### src/rtl/rail_seq_pkg.sv
package rail_seq_pkg;

   localparam int NRAIL = 3;

   typedef enum logic [1:0] {
      SEQ_IDLE = 2'd0,
      SEQ_RUN  = 2'd1,
      SEQ_DONE = 2'd2
   } seq_state_t;

   typedef enum logic [1:0] {
      ORD_LOW   = 2'b00,
      ORD_HIGH  = 2'b01,
      ORD_FLOAT = 2'b10,
      ORD_RSVD  = 2'b11
   } ord_sel_t;

   // rail index: 0 = buck A, 1 = buck B, 2 = buck-boost
   function automatic logic [1:0] rail_at(input logic [1:0] sel, input logic [1:0] step);
      logic [1:0] r;
      case (sel)
         ORD_HIGH: begin
            case (step)
               2'd0:    r = 2'd0;
               2'd1:    r = 2'd2;
               default: r = 2'd1;
            endcase
         end
         ORD_FLOAT: begin
            case (step)
               2'd0:    r = 2'd2;
               2'd1:    r = 2'd0;
               default: r = 2'd1;
            endcase
         end
         default: begin
            case (step)
               2'd0:    r = 2'd0;
               2'd1:    r = 2'd1;
               default: r = 2'd2;
            endcase
         end
      endcase
      return r;
   endfunction

endpackage

### src/rtl/rail_pg_filter.sv
module rail_pg_filter #(
   parameter int SYNC_STAGES = 2,
   parameter int DEB_LEN     = 4
) (
   input  logic clk,
   input  logic rst_n,
   input  logic pg_in,
   output logic pg_clean
);

   if (SYNC_STAGES < 2) begin : g_bad_sync
      $error("rail_pg_filter: SYNC_STAGES must be at least 2");
   end
   if (DEB_LEN < 1) begin : g_bad_deb
      $error("rail_pg_filter: DEB_LEN must be at least 1");
   end

   logic [SYNC_STAGES-1:0] sync_sr;
   logic                   pg_sync;

   always_ff @(posedge clk or negedge rst_n) begin
      if (!rst_n) sync_sr <= '0;
      else        sync_sr <= {sync_sr[SYNC_STAGES-2:0], pg_in};
   end

   assign pg_sync = sync_sr[SYNC_STAGES-1];

   if (DEB_LEN == 1) begin : g_nodeb
      always_ff @(posedge clk or negedge rst_n) begin
         if (!rst_n) pg_clean <= 1'b0;
         else        pg_clean <= pg_sync;
      end
   end else begin : g_deb
      localparam int CW = $clog2(DEB_LEN);
      localparam logic [CW-1:0] CMAX = CW'(DEB_LEN - 1);
      logic [CW-1:0] cnt;

      always_ff @(posedge clk or negedge rst_n) begin
         if (!rst_n) begin
            cnt      <= '0;
            pg_clean <= 1'b0;
         end else if (pg_sync == pg_clean) begin
            cnt <= '0;
         end else if (cnt == CMAX) begin
            cnt      <= '0;
            pg_clean <= pg_sync;
         end else begin
            cnt <= cnt + 1'b1;
         end
      end
   end

   // the filtered level only ever moves to the synchronized level
   p_clean_follows_r12 : assert property (@(posedge clk) disable iff (!rst_n)
      !$stable(pg_clean) |-> (pg_clean == $past(pg_sync)));

endmodule

### src/rtl/rail_seq_fsm.sv
module rail_seq_fsm
   import rail_seq_pkg::*;
#(
   parameter int TMO_W = 16
) (
   input  logic             clk,
   input  logic             rst_n,
   input  logic             en_all,
   input  logic [1:0]       order_sel,
   input  logic [NRAIL-1:0] pg_ok,
   input  logic [TMO_W-1:0] tmo_lim,
   output logic [NRAIL-1:0] seq_mask,
   output logic             busy
);

   localparam logic [1:0] LAST_STEP = 2'(NRAIL - 1);

   seq_state_t       state;
   logic [1:0]       step;
   logic [1:0]       sel_q;
   logic [TMO_W-1:0] timer;
   logic [1:0]       cur_rail;
   logic             tmo_hit;
   logic             advance;

   assign cur_rail = rail_at(sel_q, step);
   assign tmo_hit  = ({1'b0, timer} + (TMO_W+1)'(1)) >= {1'b0, tmo_lim};
   assign advance  = pg_ok[cur_rail] || tmo_hit;
   assign busy     = (state == SEQ_RUN);

   always_ff @(posedge clk or negedge rst_n) begin
      if (!rst_n) begin
         state <= SEQ_IDLE;
         step  <= '0;
         sel_q <= '0;
         timer <= '0;
      end else if (!en_all) begin
         state <= SEQ_IDLE;
         step  <= '0;
         timer <= '0;
      end else begin
         case (state)
            SEQ_IDLE: begin
               state <= SEQ_RUN;
               sel_q <= order_sel;
               step  <= '0;
               timer <= '0;
            end
            SEQ_RUN: begin
               if (advance) begin
                  timer <= '0;
                  if (step == LAST_STEP) state <= SEQ_DONE;
                  else                   step  <= step + 1'b1;
               end else begin
                  timer <= timer + 1'b1;
               end
            end
            default: begin
               state <= SEQ_DONE;
               timer <= '0;
            end
         endcase
      end
   end

   always_comb begin
      seq_mask = '0;
      case (state)
         SEQ_RUN: begin
            for (int k = 0; k < NRAIL; k++) begin
               if (2'(k) <= step) seq_mask[rail_at(sel_q, 2'(k))] = 1'b1;
            end
         end
         SEQ_DONE: seq_mask = '1;
         default:  seq_mask = '0;
      endcase
   end

   // the captured order code holds while the sequence runs
   p_sel_hold_r7 : assert property (@(posedge clk) disable iff (!rst_n)
      (state == SEQ_RUN && $past(state) == SEQ_RUN) |-> (sel_q == $past(sel_q)));

   // at most one rail is added per cycle
   p_grow_one_r5 : assert property (@(posedge clk) disable iff (!rst_n)
      (en_all && $past(en_all)) |-> ($countones(seq_mask) <= $countones($past(seq_mask)) + 1));

   // a low global enable returns the sequencer to idle
   p_idle_after_drop_r8 : assert property (@(posedge clk) disable iff (!rst_n)
      !en_all |=> (state == SEQ_IDLE));

   // the step timer only runs inside a sequence
   p_timer_idle_r6 : assert property (@(posedge clk) disable iff (!rst_n)
      (state != SEQ_RUN) |-> (timer == '0));

endmodule

### src/rtl/rail_seq_top.sv
module rail_seq_top
   import rail_seq_pkg::*;
#(
   parameter int TMO_W       = 16,
   parameter int SYNC_STAGES = 2,
   parameter int DEB_LEN     = 4
) (
   input  logic             clk,
   input  logic             rst_n,
   input  logic             en_all,
   input  logic [1:0]       order_sel,
   input  logic [2:0]       reg_en,
   input  logic [2:0]       pg_raw,
   input  logic [TMO_W-1:0] tmo_lim,
   output logic [2:0]       rail_en,
   output logic             all_good
);

   if (TMO_W < 2 || TMO_W > 32) begin : g_bad_tmo
      $error("rail_seq_top: TMO_W out of range");
   end

   logic [NRAIL-1:0] pg_ok;
   logic [NRAIL-1:0] seq_mask;
   logic             busy;

   for (genvar i = 0; i < NRAIL; i++) begin : g_rail
      rail_pg_filter #(
         .SYNC_STAGES (SYNC_STAGES),
         .DEB_LEN     (DEB_LEN)
      ) u_filt (
         .clk      (clk),
         .rst_n    (rst_n),
         .pg_in    (pg_raw[i]),
         .pg_clean (pg_ok[i])
      );
   end

   rail_seq_fsm #(
      .TMO_W (TMO_W)
   ) u_fsm (
      .clk       (clk),
      .rst_n     (rst_n),
      .en_all    (en_all),
      .order_sel (order_sel),
      .pg_ok     (pg_ok),
      .tmo_lim   (tmo_lim),
      .seq_mask  (seq_mask),
      .busy      (busy)
   );

   assign rail_en  = (seq_mask & {NRAIL{en_all}}) | reg_en;
   assign all_good = !busy && (|rail_en) && ((rail_en & ~pg_ok) == '0);

   // the cycle after a start is always inside the sequence
   p_good_quiet_r11 : assert property (@(posedge clk) disable iff (!rst_n)
      $rose(en_all) |=> !all_good);

   // a register bit always holds its rail on
   p_reg_hold_r9 : assert property (@(posedge clk) disable iff (!rst_n)
      ((rail_en & reg_en) == reg_en));

endmodule

### config.mk
export PLATFORM = sky130hd
export DESIGN_NAME = rail_seq_top
export DESIGN_NICKNAME = d
export VERILOG_FILES = /design/src/rtl/rail_seq_pkg.sv /design/src/rtl/rail_pg_filter.sv /design/src/rtl/rail_seq_fsm.sv /design/src/rtl/rail_seq_top.sv
export SDC_FILE = /design/constraint.sdc
export NUM_CORES = 1
export LEC_CHECK = 0
export ABC_AREA = 1
export BUFFER_PORTS_ARGS = -buffer_cell sky130_fd_sc_hd__buf_2
export CORE_UTILIZATION = 36
export CTS_CLUSTER_DIAMETER = 100
export CTS_CLUSTER_SIZE = 28
export DETAILED_ROUTE_END_ITERATION = 10
export GPL_TIMING_DRIVEN = 0
export PLACE_DENSITY = 0.52
export SLEW_MARGIN = 15
export SYNTH_ARGS = -nofsm -noshare
export SYNTH_HDL_FRONTEND = slang
export SYNTH_SLANG_ARGS = --single-unit
### constraint.sdc
create_clock -name clk -period 7.9 [get_ports clk]
set_input_delay 1.185 -clock clk [delete_from_list [all_inputs] [get_ports clk]]
set_output_delay 1.185 -clock clk [all_outputs]
set_load 0.01 [all_outputs]
==> results of run 1 <==
==> synth_stat cells (2+ instances only) <==
cell type  count
a21oi_1        8
nor2_2         4
nand2_2        3
xor2_1         8
inv_1         74
ha_1          28
dfrtp_1       37
xnor2_1        7
o21ai_0       12
nor3_1         4
nand2_1       72
nand3_1       14
nand4_1        2
nor2_1        37
==> area by class of cell <==
class / count / area [um2]
plain buffers: 2 / 16.27
clock buffers: 5 / 68.82
clock inverters: 3 / 65.06
fillers: 694 / 3632
inverters: 74 / 277.8
multi-input cells: 209 / 1226
flip-flops and latches: 37 / 925.9
well taps: 77 / 96.34
repair buffers: 30 / 150.1
==> state kept, by name, summed over array words and instances (netlist names) <==
| register | cells |
|---|---|
| u_fsm.timer | 16 |
| g_rail.u_filt.g_deb.cnt | 6 |
| g_rail.u_filt.sync_sr | 6 |
| g_rail.u_filt.pg_clean | 3 |
| u_fsm.sel_q | 2 |
| u_fsm.state | 2 |
| u_fsm.step | 2 |
==> worst min path at each step <==
stage / startpoint / endpoint / cells past startpoint
3_3_place_gp: g_rail[2].u_filt.sync_sr[0] / g_rail[2].u_filt.sync_sr[1] / 0
2_1_floorplan: g_rail[0].u_filt.sync_sr[0] / g_rail[0].u_filt.sync_sr[1] / 0
6_report: g_rail[2].u_filt.sync_sr[0] / g_rail[2].u_filt.sync_sr[1] / 0
4_1_cts: g_rail[2].u_filt.sync_sr[0] / g_rail[2].u_filt.sync_sr[1] / 0
3_5_place_dp: g_rail[2].u_filt.sync_sr[0] / g_rail[2].u_filt.sync_sr[1] / 0
5_1_grt: g_rail[2].u_filt.sync_sr[0] / g_rail[2].u_filt.sync_sr[1] / 0
==> metrics by stage <==
step / total power [mW] / cells / worst slack [ps] / instance area, um2
floorplan: 0.4270 / 322 / 4900 / 2446
global placement: 0.4858 / 429 / 4703 / 2693
detailed placement: 0.4899 / 429 / 4683 / 2693
CTS: 0.6870 / 437 / 4684 / 2826
global route: 0.7457 / 437 / 4456 / 2826
finish: 0.6745 / 437 / 4686 / 2826
==> cells by family after synthesis <==
logic type	Yosys count	synth area share, %
simple gates	142	24.76
buf+inv	76	12.02
flops	37	37.85
fa+ha+maj	28	14.32
compound gates	23	5.013
xor+xnor	16	6.036
==> layer usage <==
metal | GRT usage, % | share of wire, % | vias up
met5 | 0 | 0 | -
met4 | 4.622 | 1.3 | 0
met3 | 3.343 | 2.5 | 7
met2 | 24.96 | 47 | 15
met1 | 18.77 | 49 | 882
li1 | - | - | 1040
==> power by group through the flow <==
stage | Combinational (mW) | Sequential, mW | Clock (mW)
after floorplan | 0.183 | 0.244 | 0
after global placement | 0.236 | 0.249 | 0
after detailed placement | 0.240 | 0.250 | 0
after CTS | 0.241 | 0.247 | 0.199
after global routing | 0.287 | 0.251 | 0.207
final | 0.236 | 0.246 | 0.193
==> summary.md, run 1 <==
| Metric | Value |
|---|---|
| Syn avg cell area | 7.597 um2 |
| DR WL/cell | 10.07 um |
| RR Endpoint | u_fsm.state[0] |
| Initial antenna violation count | 0 |
| Nets | 414 |
| Clk_skew | 13.19 ps |
| Violated checks | DRC |
| Sw Share | 34.64% |
| Worst hold margin | 349.9 ps |
| Max Root-Sink Buffers | 2 |
| Max Clk Rate | 311.2 MHz |
| Tmin final | 3214 ps |
| Die footprint | 7128 um2 |
| Top cell type's share of synthesized area | 37.85% |
| Worst-margin pin slew | 811.9 ps |
| Max incr delay on CP | 140 ps |
| Layout cell share with drive strength beyond 1 | 14.44% |
| CP Depth | 9 |
| CTS Sinks | 37 |
| VDD IR-drop max | 0.1210 mV |
| HPWL after detailed placement | 3610 um |
| Worst Setup SP | en_all |
| Clk_lat worst skew | 290 ps |
| Starting Density | 37.87% |
| Worst Path Max Fanout | 5 |
| Critical path, cell by cell | buf_2 -> nand2_1 -> inv_1 -> nand2_1 -> nand2_1 -> a21oi_1 -> nand3_1 -> nor2_1 -> buf_2 |
| Vias in the first global route | 1958 |
| Post-Synthesis Net Count | 377 |
| Unrepaired setup endpoints after global routing | false |
| Drt pass-1 iters | 7 |
| Critical path class | in2out |
| Internal Power | 440.9 uW |
| Final ANT Viol Nets | 0 |
| Pin count of the biggest net entering global routing | 38 |
| Part of the cycle the worst path needs | 40.68% |
| Number of diodes | 0 |
| Synth top area cells | dfrtp_1 (38%), ha_1 (14%), inv_1 (11%) |
| Part of the power in registers | 36.5% |
| Clock share of power | 28.6% |
| CP Launch Type | primary input |
| CTS tree | yes |
| R2R Setup Slk | 4930 ps |
| Top delay family on crit path | simple AND/OR/NAND/NOR gates |
| Num CTS Buffers | 5 |
| Clk slew on worst S/H paths | 70 ps |
| Root Buffer | clkbuf_8 |
| Post-Route WL | 4399 um |
| Port buffer count | 30 |
| Max Cap Viol | 0 |
| Crit. End Element | primary output |
| RR Startpoint | u_fsm.timer[0] |
| Commonest non-fill, non-tap cell in the layout | inv_1 |
| Buf/Inv on CP | 3 |
| Worst slew margin | 45.87% |
| Mapped Cells | 322 |
| Final Util | 43.76% |
| Critical Path RT | 6710 ps |
| Outcome | complete, but fails checks |
| Post-synth ARST share | 100.0% |
| Setup bufs post-CTS | 0 |
| Most frequent cells in the layout | inv_1 (74), nand2_1 (72), nor2_1 (37), dfrtp_1 (37), buf_2 (31) |
| WP data arrival | 2030 ps |
| H-tree depth | 2 |
| Placer Congestion | 0.7967 |
| Pwr/cell area | 238.6 nW/um2 |
| Hold Buf Count CTS | 0 |
| Hold Fails Final Rpt | 0 |
| Post-synth top area cell | dfrtp_1 |
| DRC Markers | 2 |
| Yosys reg bits | 37 |
| HP Class | reg2reg |
| Ports | 31 |
| Setup crit end | all_good |
| Iter 0 DRT Violations | 38 |
| Area grow syn2layout | 15.55% |
| Total GRT Usage | 14.73% |
| Most frequent CP cell | nand2_1 |
| Row cnt | 29 |
| Detailed-route via count | 1944 |
| Synthesized area | 2446 um2 |
| Slew Limit Fails | 0 |
| Grt total ovfl | 0 |
| Syn. warnings | 0 |
| R2R cell count | 17 |
| Ys flop type | dfrtp_1 |
| Logic pwr share | 34.9% |
| First-pass GRT wire length | 8369 um |
| Leak pwr | 1.647 nW |
| Slowest CP cell | a21oi_1 |
| Final setup fails | 0 |
| Post-synth EDFFs | 0 |
| Total net switching power | 233.7 uW |
| Die Wd | 84.43 um |
| Core ar. | 6459 um2 |
| Vias per cell | 4.449 |
| Synth cell types | 26 |
| Post-CTS sizing | 0 |
| Setup TNS | 0 ps |
| Height of the die | 84.43 um |
| Seq/Total Area, Yosys | 37.85% |
Power figures use the tool's default switching activity.
==> inputs of run 2 (changes only) <==
- clock period: 7.9 -> 3.02 ns (I/O delays scaled with it)
==> summary.md, run 2 (synthesized netlist as in run 1, its figures left out) <==
| Metric | Value |
|---|---|
| Setup TNS | 0 ps (unchanged) |
| Core ar. | 6459 um2 (unchanged) |
| Non-Filler Instances | 441 (+0.92%) |
| Post-Route WL | 4474 um (+1.7%) |
| Area grow syn2layout | 18.31% |
| Critical path class | reg2reg |
| Fill count | 689 (-0.72%) |
| Worst Setup SP | u_fsm.timer[0] |
| Worst slew margin | 45.68% (-0.20 points) |
| Part of the cycle the worst path needs | 92.31% |
| Drt pass-1 iters | 7 (unchanged) |
| Met3 Wirelength | 136 um (+21%) |
| Root Buffer | clkbuf_8 |
| Leak pwr | 1.670 nW (+1.4%) |
| Initial antenna violation count | 0 (unchanged) |
| R2R Setup Slk | 230 ps (-4700 ps) |
| Iter 0 DRT Violations | 41 (+7.9%) |
| Worst-margin pin slew | 814.8 ps (+2.957 ps) |
| Uppermost layer routed | met4 |
| CTS Sinks | 37 (unchanged) |
| HPWL after detailed placement | 3610 um (unchanged) |
| DR WL/cell | 10.15 um (+0.78%) |
| Outcome | complete, but fails checks |
| Number of flip-flops in the largest register | 16 (unchanged) |
| Clk_lat worst skew | 290 ps (about the same) |
| Detailed-route via count | 1959 (+0.77%) |
| Layout cell share with drive strength beyond 1 | 17.03% (+2.6 points) |
| VDD IR-drop max | 0.3165 mV (+160%) |
| Vias in the first global route | 1964 (+0.31%) |
| Pwr Total | 1.776 mW (+160%) |
| Ports | 31 (unchanged) |
| Pwr/cell area | 613.5 nW/um2 (+160%) |
| Most frequent CP cell | nand3_2 |
| Total net switching power | 614.3 uW (+160%) |
| Commonest non-fill, non-tap cell in the layout | inv_1 |
| Height of the die | 84.43 um (unchanged) |
| Hold Fails Final Rpt | 0 (unchanged) |
| DRC Markers | 2 (unchanged) |
| Vias per cell | 4.442 (-0.14%) |
| Slowest CP cell | dfrtp_1 |
| Total GRT Usage | 14.75% (+0.021 points) |
| Row cnt | 29 (unchanged) |
| CP Launch Type | register |
| Die Wd | 84.43 um (unchanged) |
| H-tree depth | 2 (unchanged) |
| Violated checks | DRC |
| Critical Path RT | 3200 ps (-3510 ps) |
| Starting Density | 37.87% (unchanged) |
| Slew Limit Fails | 0 (unchanged) |
| Top flop regs | u_fsm.timer (16), g_rail.u_filt.g_deb.cnt (6), g_rail.u_filt.sync_sr (6) |
| Clk slew on worst S/H paths | 80 ps (about the same) |
| Max Clk Rate | 358.7 MHz |
| Tmin final | 2788 ps |
| WP data arrival | 2970 ps (+940 ps) |
| Metal2 WL | 2106 um (+2.2%) |
| Pin count of the biggest net entering global routing | 38 (unchanged) |
| Die footprint | 7128 um2 (unchanged) |
| # placed instances | 429 (unchanged) |
| Part of the power in registers | 36.2% (-0.3 points) |
| Routed metal-1 wirelength | 2175 um (+0.32%) |
| Max incr delay on CP | 370 ps (+230 ps) |
| Multi-input logic area | 1261 um2 (+2.9%) |
| Num CTS Buffers | 5 (unchanged) |
| Final setup fails | 0 (unchanged) |
| Largest Register | u_fsm.timer |
| Sw Share | 34.60% (-0.044 points) |
| Most frequent cells in the layout | inv_1 (74), nand2_1 (72), dfrtp_1 (37) |
| HP Class | in2async |
| Placed instance area | 2693 um2 (unchanged) |
| Hold Buf Count CTS | 0 (unchanged) |
| Number of diodes | 0 (unchanged) |
| Placer Congestion | 0.7967 (unchanged) |
| Port buffer count | 30 (unchanged) |
| Max Cap Viol | 0 (unchanged) |
| Logic pwr share | 35.4% (+0.5 points) |
| PnR worst setup slack | 232.4 ps (-4454 ps) |
| Final ANT Viol Nets | 0 (unchanged) |
| RR Startpoint | u_fsm.timer[0] |
| Worst Path Max Fanout | 10 (+5) |
| Internal Power | 1.161 mW (+160%) |
| Storage cell area | 925.9 um2 (unchanged) |
| Clock share of power | 28.4% (-0.2 points) |
| Final Util | 44.81% (+1.0 points) |
| Crit. End Element | register |
| Critical path, cell by cell | ha_2 -> nand3_2 -> nor2_4 -> nand3_2 -> or2_2 -> xor2_1 -> inv_1 -> ha_1 -> a21oi_1 -> nor2_1 -> nor2_1 -> nand3_1 -> nor2_2 -> nand3_2 -> buf_6 -> nand3_1 -> nand2_1 |
| Clk_skew | 13.90 ps (+0.7068 ps) |
| Post-route cell area | 2894 um2 (+2.4%) |
| Pre-CTS setup slack | -14.91 ps (-4698 ps) |
| Max Root-Sink Buffers | 2 (unchanged) |
| Grt total ovfl | 0 (unchanged) |
| First-pass GRT wire length | 8390 um (+0.25%) |
| Nets | 418 (+0.97%) |
| CTS tree | yes |
| Worst hold margin | 252.8 ps (-97.11 ps) |
run 2: timing repair:
action                     in CTS  in global routing
setup endpoints to repair       9                 19
pin swaps                       1                  2
resized for setup               1                  8
hold endpoints to repair        0                  0
buffers inserted                0                  4
run 2: path summary, 6_finish.rpt:
check                                              end  cells after the start
min                                     u_fsm.timer[2]                      1
max                                     u_fsm.state[0]                     17
max in group asynchronous  g_rail[0].u_filt.sync_sr[0]                      1
min reg2reg                g_rail[2].u_filt.sync_sr[1]                      0
min in group clk           g_rail[1].u_filt.sync_sr[0]                      1
max reg2reg                             u_fsm.state[0]                     17
run 2: final cells by class:
| type | instances | area share (%) |
|---|---|---|
| Timing Repair Buffer | 34 | 6.226 |
| Inverter | 74 | 9.598 |
| Multi-Input combinational cell | 209 | 43.58 |
| Buffer | 2 | 0.6485 |
| Tap cell | 77 | 3.329 |
| Clock inverter | 3 | 2.248 |
| Clock buffer | 5 | 2.378 |
| Sequential cell | 37 | 31.99 |
run 2: critical path, delay by kind of cell (launching register included):
| family | cells | cell delay (ps) |
|---|---|---|
| adder cells (fa/ha/maj) | 2 | 500 |
| XOR/XNOR | 1 | 180 |
| flip-flops | 1 | 370 |
| buffers and inverters | 2 | 230 |
| AO/OA/AOI/OAI | 1 | 150 |
| AND/OR/NAND/NOR | 11 | 1270 |
run 2: power groups by stage:
stage | clock, mW | sequential (mW) | combinational [mW]
after floorplan | 0 | 0.639 | 0.478
after global placement | 0 | 0.652 | 0.619
after detailed placement | 0 | 0.653 | 0.629
after CTS | 0.521 | 0.646 | 0.633
after global routing | 0.542 | 0.655 | 0.764
final | 0.505 | 0.642 | 0.629
run 2: layer usage:
metal  global-route usage (%)  vias up
li1                         -     1047
met5                        0        -
met4                    4.622        0
met1                    18.65      886
met2                    25.19       19
met3                    3.343        7
==> inputs of run 3 (changes only) <==
- PLACE_DENSITY: 0.52 -> 0.61
==> summary.md, run 3 (synthesized netlist as in run 1, its figures left out) <==
| Metric | Value |
|---|---|
| Fill count | 671 (-2.6%) |
| Leak pwr | 1.678 nW (+0.49%) |
| HPWL after detailed placement | 3478 um (-3.6%) |
| Tmin final | 2881 ps (+93.55 ps) |
| Max Clk Rate | 347.1 MHz (-3.2%) |
| Worst-margin pin slew | 823.4 ps (+8.514 ps) |
| Area grow syn2layout | 19.13% |
| Critical path class | reg2reg |
| Grt total ovfl | 0 (unchanged) |
| Most frequent cells in the layout | inv_1 (74), nand2_1 (72), dfrtp_1 (37) |
| Post-Route WL | 4464 um (-0.22%) |
| Worst hold margin | 253.6 ps (+0.8410 ps) |
| Violated checks | DRC |
| Die Wd | 84.43 um (unchanged) |
| H-tree depth | 2 (unchanged) |
| Num CTS Buffers | 5 (unchanged) |
| Max Cap Viol | 0 (unchanged) |
| Port buffer count | 30 (unchanged) |
| Commonest non-fill, non-tap cell in the layout | inv_1 |
| Iter 0 DRT Violations | 94 (+130%) |
| Critical path, cell by cell | ha_2 -> nand3_2 -> nor2_4 -> nand3_2 -> or2_2 -> xor2_2 -> inv_1 -> ha_1 -> a21oi_1 -> nor2_1 -> nor2_1 -> nand3_1 -> nor2_2 -> nand3_2 -> buf_8 -> nand3_1 -> nand2_1 |
| Number of diodes | 0 (unchanged) |
| PnR worst setup slack | 138.8 ps (-93.55 ps) |
| DRC Markers | 2 (unchanged) |
| Worst slew margin | 45.11% (-0.57 points) |
| Top flop regs | u_fsm.timer (16), g_rail.u_filt.g_deb.cnt (6), g_rail.u_filt.sync_sr (6) |
| Placer Congestion | 0.7481 (-6.1%) |
| Final setup fails | 0 (unchanged) |
| CTS Sinks | 37 (unchanged) |
| WP data arrival | 3070 ps (+100 ps) |
| VDD IR-drop max | 0.2741 mV (-13%) |
| CP Launch Type | register |
| Pwr/cell area | 595.7 nW/um2 (-2.9%) |
| Core ar. | 6459 um2 (unchanged) |
| Pin count of the biggest net entering global routing | 38 (unchanged) |
| Vias per cell | 4.521 (+1.8%) |
| Slew Limit Fails | 0 (unchanged) |
| Multi-input logic area | 1266 um2 (+0.40%) |
| Hold Fails Final Rpt | 0 (unchanged) |
| Largest Register | u_fsm.timer |
| Storage cell area | 925.9 um2 (unchanged) |
| Setup TNS | 0 ps (unchanged) |
| Starting Density | 37.87% (unchanged) |
| Crit. End Element | register |
| CTS tree | yes |
| Drt pass-1 iters | 7 (unchanged) |
| Clk_skew | 8.985 ps (-4.912 ps) |
| Max incr delay on CP | 420 ps (+50 ps) |
| HP Class | in2async |
| Hold Buf Count CTS | 0 (unchanged) |
| Initial antenna violation count | 0 (unchanged) |
| Row cnt | 29 (unchanged) |
| Pre-CTS setup slack | 8.260 ps (+23.17 ps) |
| Max Root-Sink Buffers | 2 (unchanged) |
| Critical Path RT | 3210 ps (about the same) |
| Final ANT Viol Nets | 0 (unchanged) |
| Slowest CP cell | dfrtp_1 |
| Number of flip-flops in the largest register | 16 (unchanged) |
| Part of the cycle the worst path needs | 95.40% (+3.1 points) |
| Most frequent CP cell | nand3_2 |
| Ports | 31 (unchanged) |
| Root Buffer | clkbuf_8 |
| Worst Path Max Fanout | 10 (unchanged) |
| Clk_lat worst skew | 290 ps (about the same) |
| Vias in the first global route | 1948 (-0.81%) |
| Clk slew on worst S/H paths | 80 ps (about the same) |
| DR WL/cell | 10.03 um (-1.1%) |
| Die footprint | 7128 um2 (unchanged) |
| First-pass GRT wire length | 8162 um (-2.7%) |
| Total GRT Usage | 14.14% (-0.62 points) |
| Height of the die | 84.43 um (unchanged) |
| Nets | 422 (+0.96%) |
| Outcome | complete, but fails checks |
| Layout cell share with drive strength beyond 1 | 18.21% (+1.2 points) |
| Detailed-route via count | 2012 (+2.7%) |
run 3: cell count changes in the layout (fill, tap and decap cells not counted):
cell | before | now
buf_4 | 5 | 9
buf_6 | 1 | 0
buf_8 | 0 | 1
bufinv_16 | 2 | 1
clkinv_2 | 1 | 0
clkinv_4 | 0 | 1
clkinvlp_4 | 0 | 1
nand3_1 | 12 | 11
nand3_2 | 3 | 4
run 3: power breakdown:
group / leakage [nW] / switching [mW] / total, mW / internal, mW
Combinational: 1.14 / 0.392 / 0.656 / 0.265
Sequential: 0.486 / 0.0583 / 0.644 / 0.586
Clock: 0.0543 / 0.188 / 0.435 / 0.247
Total: 1.68 / 0.638 / 1.74 / 1.10
run 3: routing by layer:
metal	vias up	track usage, %	wire length [um]
met5	-	0	0
met4	0	5.085	48
met3	4	2.950	111
met2	24	24.74	2189
met1	922	17.25	2115
li1	1062	-	-
run 3: cell type report:
type | instances | share of cell area [%]
Buffer | 2 | 0.7729
Clock buffer | 5 | 2.362
Clock inverter | 3 | 1.589
Inverter | 74 | 9.532
Multi-Input combinational cell | 209 | 43.45
Sequential cell | 37 | 31.77
Tap cell | 77 | 3.306
Timing Repair Buffer | 38 | 7.213
run 3: path summary, 6_finish.rpt:
path / slack (ps) / start / to / cells after the start
worst max-delay path: 140 / u_fsm.timer[0] / u_fsm.state[0] / 17
worst min-delay path: 250 / rst_n / g_rail[0].u_filt.sync_sr[1] / 1
worst max register to register: 140 / u_fsm.timer[0] / u_fsm.state[0] / 17
worst min register to register: 350 / g_rail[0].u_filt.sync_sr[0] / g_rail[0].u_filt.sync_sr[1] / 0
max in group asynchronous: 2240 / rst_n / u_fsm.timer[11] / 1
min in group clk: 260 / pg_raw[1] / g_rail[1].u_filt.sync_sr[0] / 1
run 3: through the flow:
stage          util [%]  instance area [um2]  power [mW]  instances
2_1_floorplan         -                 2446       1.117        322
5_1_grt           45.12                 2914       1.894        445
3_3_place_gp      41.69                 2693       1.260        429
4_1_cts           43.59                 2815       1.727        438
3_5_place_dp      41.69                 2693       1.284        429
6_report          45.12                 2914       1.736        445
run 3: worst max-delay path, delay by kind of cell, from the launching register on:
family	cells	cell delay (ps)
AND/OR/NAND/NOR	11	1330
adder cells (fa/ha/maj)	2	490
flip-flops	1	420
buffers and inverters	2	230
AO/OA/AOI/OAI	1	160
XOR/XNOR	1	150
run 3: what timing repair did:
item,CTS,global route
pin swaps,1,4
endpoints found under the hold margin,0,0
setup endpoints to repair,14,19
resized for setup,0,12
setup buffers,1,7
gates cloned,0,0
